File: config.mk
export PLATFORM = sky130hd
export DESIGN_NAME = sdr_dq_path
export DESIGN_NICKNAME = d
export VERILOG_FILES = /design/src/rtl/sdr_dq_path.sv
export SDC_FILE = /design/constraint.sdc
export NUM_CORES = 1
export LEC_CHECK = 0
export CORE_ASPECT_RATIO = 1.1
export CORE_MARGIN = 2
export CORE_UTILIZATION = 45
export CTS_CLUSTER_SIZE = 20
export DETAILED_ROUTE_END_ITERATION = 8
export DONT_BUFFER_PORTS = 1
export PLACE_DENSITY_LB_ADDON = 0.2
export REMOVE_ABC_BUFFERS = 1
export SYNTH_ARGS = -nofsm -noshare
export SYNTH_HDL_FRONTEND = slang
export SYNTH_SLANG_ARGS = --single-unit
File: constraint.sdc
create_clock -name clk -period 1.2 [get_ports clk]
set_input_delay 0.24 -clock clk [delete_from_list [all_inputs] [get_ports clk]]
set_output_delay 0.24 -clock clk [all_outputs]
set_load 0.05 [all_outputs]
File: src/rtl/sdr_dq_path.sv
module sdr_dq_path #(
  parameter int DW      = 16,
  parameter int LAT_MAX = 3,
  parameter int BL_MAX  = 8
) (
  input  logic          clk,
  input  logic          rst_n,
  input  logic          cmd_vld,
  input  logic          cmd_wr,
  input  logic [1:0]    cas_lat,
  input  logic [1:0]    bl_sel,
  input  logic [DW-1:0] wr_data,
  input  logic [1:0]    mask_req,
  input  logic [DW-1:0] dq_in,
  output logic          dq_oe,
  output logic [DW-1:0] dq_out,
  output logic [1:0]    dqm,
  output logic [DW-1:0] rd_data,
  output logic          rd_valid,
  output logic [1:0]    rd_byte_vld
);
  localparam int NB    = DW / 8;
  localparam int CNT_W = $clog2(BL_MAX);

  logic [CNT_W-1:0] cnt;
  logic             wr_mode;
  logic             rd_iss;
  logic [LAT_MAX-1:0] tok;
  logic [1:0]       msk_d1, msk_d2;
  logic [3:0]       bl_words;
  logic [CNT_W-1:0] bl_m1;
  logic [1:0]       lat_idx;
  logic             beat_now, beat_wr, tap;
  logic [DW-1:0]    cap_word;

  assign bl_words = 4'd1 << bl_sel;
  assign bl_m1    = CNT_W'(bl_words - 4'd1);
  assign beat_now = cmd_vld | (cnt != '0);
  assign beat_wr  = cmd_vld ? cmd_wr : wr_mode;
  assign lat_idx  = (cas_lat == 2'd0) ? 2'd0 : cas_lat - 2'd1;
  assign tap      = tok[lat_idx];

  always_ff @(posedge clk or negedge rst_n)
    if (!rst_n) begin
      cnt     <= '0;
      wr_mode <= 1'b0;
    end else if (cmd_vld) begin
      cnt     <= bl_m1;
      wr_mode <= cmd_wr;
    end else if (cnt != '0) begin
      cnt     <= cnt - 1'b1;
    end

  always_ff @(posedge clk or negedge rst_n)
    if (!rst_n) begin
      dq_oe  <= 1'b0;
      dq_out <= '0;
      dqm    <= '0;
      rd_iss <= 1'b0;
      tok    <= '0;
      msk_d1 <= '0;
      msk_d2 <= '0;
    end else begin
      dq_oe  <= beat_now & beat_wr;
      dq_out <= (beat_now & beat_wr) ? wr_data : '0;
      dqm    <= mask_req;
      rd_iss <= beat_now & ~beat_wr;
      tok    <= {tok[LAT_MAX-2:0], rd_iss};
      msk_d1 <= dqm;
      msk_d2 <= msk_d1;
    end

  always_comb
    for (int b = 0; b < NB; b++)
      cap_word[b*8 +: 8] = (tap && !msk_d2[b]) ? dq_in[b*8 +: 8] : 8'h00;

  always_ff @(posedge clk or negedge rst_n)
    if (!rst_n) begin
      rd_valid    <= 1'b0;
      rd_data     <= '0;
      rd_byte_vld <= '0;
    end else begin
      rd_valid    <= tap;
      rd_data     <= cap_word;
      rd_byte_vld <= tap ? ~msk_d2 : 2'b00;
    end

  a_r1_cl1_capture: assert property (@(posedge clk) disable iff (!rst_n)
    (cmd_vld && !cmd_wr && cas_lat == 2'd1) |=> ##2 rd_valid);
  a_r1_cl2_capture: assert property (@(posedge clk) disable iff (!rst_n)
    (cmd_vld && !cmd_wr && cas_lat == 2'd2) |=> ##3 rd_valid);
  a_r1_cl3_capture: assert property (@(posedge clk) disable iff (!rst_n)
    (cmd_vld && !cmd_wr && cas_lat == 2'd3) |=> ##4 rd_valid);
  a_r2_single_write: assert property (@(posedge clk) disable iff (!rst_n)
    (cmd_vld && cmd_wr && bl_sel == 2'd0) ##1 !cmd_vld |=> !dq_oe);
  a_r4_write_oe: assert property (@(posedge clk) disable iff (!rst_n)
    (cmd_vld && cmd_wr) |=> dq_oe);
  a_r6_mask_align: assert property (@(posedge clk) disable iff (!rst_n)
    rd_valid |-> (rd_byte_vld == ~$past(dqm, 3)));
  a_r7_idle_zero: assert property (@(posedge clk) disable iff (!rst_n)
    !rd_valid |-> (rd_data == '0 && rd_byte_vld == 2'b00));
  a_r8_bus_turn: assert property (@(posedge clk) disable iff (!rst_n)
    tap |-> !dq_oe);
endmodule

After elaboration in Yosys (flattened, before gate mapping). Cells that the tools add are included.

Bits of input ports: 42. Word-level logic and storage cells: 39. Register bits: 50. Output and inout bits: 38.

Reduce and logical (&&, ||, !) cells: 7. Mux-type cells: 10. Order comparisons: 1. Shifts and indexed selects: 1. Bitwise logic cells: 5. $add $sub $neg: 3.

Operators by type and width (count): two-way mux 16 bit (1); two-way mux 8 bit (2); two-way mux 3 bit (2); subtractor 3 x 1 -> 3 bit, second input constant (2); two-way mux 2 bit (2); < comparator 2 x 3 -> 1 bit, second input constant (1); nonzero test 3 bit (1); << shifter 1 x 2 -> 3 bit, first input constant (1); AND 1 bit (2); binary-select mux 1 bit (select 2 bit) (1); logical AND 1 bit (2); zero test 1 bit (2); zero test 2 bit (1); two-way mux 1 bit (2); inverter 2 bit (1); nonzero test 2 bit (1); subtractor 2 x 1 -> 2 bit, second input constant (1); inverter 1 bit (1); bitwise OR 1 bit (1).

Depth between registers and ports, before layout.
Depth in word-level cells: 6. Mapped depth: 6. Depth with buffers taken out: 6.

Worst setup path before layout. OpenSTA, ideal clock, no wires.

Path type: register -> register. Start: register cnt[1]. End: register dq_out[10]. Arrival: 1180 ps. Path slack: -96 ps. Clock period less this slack: 1296 ps. Stages on the path, launching flop included: 4. Data required time: 1083 ps. Path buffers: 1. Setup time: 117 ps. Path through: dfrtp_1 > o41a_4 > buf_6 > and2_4.

Cells in the longest elaborated chain, start to end: 4.

RTL lines: start: declaration (RTL line 25) `logic [CNT_W-1:0] cnt;`; start signal: assignment (RTL line 48) `cnt <= bl_m1;`; start signal: assignment (RTL line 51) `cnt <= cnt - 1'b1;`; nonzero test 3 bit (RTL line 38) `assign beat_now = cmd_vld | (cnt != '0);`; bitwise OR 1 bit (RTL line 38); AND 1 bit (RTL line 65) `dq_out <= (beat_now & beat_wr) ? wr_data : '0;`; two-way mux 16 bit (RTL line 65); end signal: assignment (RTL line 65); end: declaration (RTL line 16) `output logic [DW-1:0] dq_out,`.

No other way between the ends. A chain may end at the register's enable or synchronous reset.

Worst setup path after layout.
Start: register cnt[0]. End: register cnt[2].

Cells in the longest elaborated chain, start to end: 3. Elaborated cells on any way between the ends: 5. Those cells by class: add/sub (1); mux (2); reduce/logical (2).

RTL lines: subtractor 3 x 1 -> 3 bit (RTL line 51); two-way mux 3 bit (RTL line 50) `end else if (cnt != '0) begin`; two-way mux 3 bit (RTL line 47) `end else if (cmd_vld) begin`.

Several ways; a longest one is shown, not always the timed one. The select of a mux whose other input is x is not followed.

==> out/results.txt <==
Area Growth Syn to Fin -> 17.33%
reg2reg start -> cnt[0]
Post-Synth Adder-Cell Area -> 0.007252
die height -> 68.95 um
Post-Synth XOR/XNOR Area -> 0.005076
pwr dens -> 2061 nW/um^2
WS Path Type -> reg2reg
fin cells -> 173
final hold slack -> -367.7 ps
R2R cell count -> 5
endpoints failing setup -> 17
fin area -> 2024 sq um
crit path time final -> 1382 ps
initial antenna violation count -> 0
CTS tree -> yes
Mean Syn Cell Area -> 15.98 sq um
fillers -> 321
worst path required time -> 1410 ps
max-slew violations -> 0
clk buf depth -> 2
H-tree Lvls -> 2
root buf cell -> clkbuf_8
FF-to-FF End -> cnt[2]
nets -> 165
Initial DRT Pass Iterations -> 2
routed len/inst -> 17.51 um
CP max-delay cell -> dfrtp_1
Site Rows -> 23
GRT Overall Usage -> 0.1324
Core Region -> 3655 sq um
# IOs -> 80
final hold vios -> 50
vias per inst -> 5.133
DRT antenna net count -> 0
worst min-delay path category -> in2async
critical path peak fanout -> 3
synth warn -> 0
Cells after DPL -> 157
setup ws final -> -182.1 ps
CP most frequent cell -> mux2i_1
post-synthesis compound-gate area fraction -> 0.01523
Cell variety after synth -> 19
skew final -> 4.679 ps
top post-synthesis cells by area -> dfrtp_1 73%, nor3b_1 7.0%, and2_4 4.6%, and2_2 3.0%, mux2i_1 1.7%
critical path startpoint category -> flop
Worst-path clk slew -> 80 ps
R2R setup slack -> -180 ps
worst skew pair latency -> 290 ps
CTS Sinks -> 50
Iteration-0 DRC Markers -> 34
Final Cycle Share -> 1.152
RSZ-0062 raised after global routing -> yes
drt total wl -> 3.030 mm
CP bufs+invs -> 0
Util after Layout -> 0.5539
Yosys reg bits -> 50
setup slack at placement -> -145.4 ps
leading area contributor after synthesis -> dfrtp_1
first-pass GRT wire length -> 4.188 mm
Starting Density -> 0.4721
number of antenna diodes -> 0
DRC Markers -> 0
Worst setup EP type -> flop
layout cells sized above 1 -> 0.3740
mux cell area share after synthesis -> 0.05221
largest family of logic cells by synthesized area -> simple AND/OR/NAND/NOR gates
Buffers on Ports -> 0
max cap viols -> 0
Worst path max stage delay -> 410 ps
post-synth top area share -> 0.7252
number of global-route vias before repair -> 844
Max-Slew Margin vs Limit -> 0.6875
Die Span X -> 63.04 um
Post-Syn Instances -> 108
simple-gate share of the synthesized area -> 0.1711
HPWL Detailed -> 1.902 mm
Achievable Freq -> 0.7235 GHz
static leakage -> 0.0009297 uW
sequential area share after synthesis -> 0.7252
die area -> 4346 sq um
Post-Place Cell Area -> 1793 sq um
Tightest Pin Transition -> 469.1 ps
failing checks -> negative hold slack, negative setup slack
status -> finished with violations
crit path cell chain -> mux2i_1 -> ha_2 -> o21ai_2 -> mux2_2 -> mux2i_1
Critical Path AT -> 1600 ps
CTS Hold Bufs -> 2
total gr overflow -> 0
Top Family by Delay on Critical Path -> multiplexers
PnR Total Power -> 4172 uW
CTS Buf Count -> 5
GPL Wtd Cong -> 0.6837
via count -> 888
Synth Cell Area -> 1725 sq um
maximum vdd drop -> 0.0008933 V
largest net degree at the start of global routing -> 51
==> layout make-up <==
cell class                 count  area, sq um  share of cell area
inverter                       1        3.754            0.001854
clock buffer                   8        110.1             0.05439
multi-input combinational     53        488.0              0.2410
timing repair buffer          11        103.9             0.05130
sequential                    50         1256              0.6205
tap                           50        62.56             0.03090
==> logic make-up (layout without fill, tap and decap cells) <==
kind of cell / after synthesis / after routing
compound gates: 2 / 3
xor+xnor: 1 / 1
fa+ha+maj: 1 / 1
buf+inv: 6 / 20
flops: 50 / 50
mux: 7 / 7
simple gates: 41 / 41
==> cell usage in the layout (no fill, tap or decap), drive strengths merged <==
master	n
and2	16
nor4	1
dfrtp	50
clkbuf	8
xnor2	1
nor2b	3
buf	9
dlygate4sd3	2
mux2i	4
inv	1
o21ai	1
nor2	5
ha	1
nor3b	16
mux2	3
o41a	2
==> state kept, by name (all words and copies together) (netlist names) <==
name,cells
dq_out,16
rd_data,16
cnt,3
tok,3
dqm,2
msk_d1,2
msk_d2,2
rd_byte_vld,2
dq_oe,1
rd_iss,1
rd_valid,1
wr_mode,1
==> power by group <==
part | internal [uW] | total, uW | switching [uW] | leakage (uW)
Clock | 582 | 1070 | 492 | 0.0000575
Sequential | 1880 | 2450 | 571 | 0.000631
Combinational | 372 | 644 | 272 | 0.000241
Total | 2840 | 4170 | 1340 | 0.000930
==> per-layer routing <==
metal,track usage,part of all wire,vias up
li1,-,-,383
met1,0.1307,0.35,434
met2,0.2274,0.52,64
met3,0.07955,0.11,7
met4,0.05833,0.018,0
met5,0,0,-
==> synthesized netlist by cell type (all sizes together) <==
cell type,count
dfrtp,50
and2,16
nor3b,16
buf,5
nor2,5
mux2i,4
mux2,3
nor2b,3
ha,1
inv,1
nor4,1
o21ai,1
o41a,1
xnor2,1
==> how the worst max path moves through the flow <==
stage | from | to | cells past startpoint
floorplan | cnt[1] | dq_out[0] | 2
global placement | cnt[1] | dq_out[1] | 2
detailed placement | cnt[1] | dq_out[3] | 2
CTS | cnt[0] | cnt[2] | 5
global route | cnt[0] | cnt[2] | 5
finish | cnt[0] | cnt[2] | 5
==> timing repair <==
item,in CTS,in global routing
endpoints found under the hold margin,52,50
resized for setup,10,9
gates cloned,0,1
endpoints found under the setup margin,19,41
pin swaps,2,8
setup buffers,1,4
==> per-stage QoR <==
stage	TNS [ps]	hold WS [ps]
6_report	-2291	-367.7
5_1_grt	-3217	-395.2
4_1_cts	-1574	-380.0
3_5_place_dp	-1958	-54.55
3_3_place_gp	-1362	-54.57
2_1_floorplan	-637.5	-55.59
Note: power is estimated with default switching activity, not from simulation.
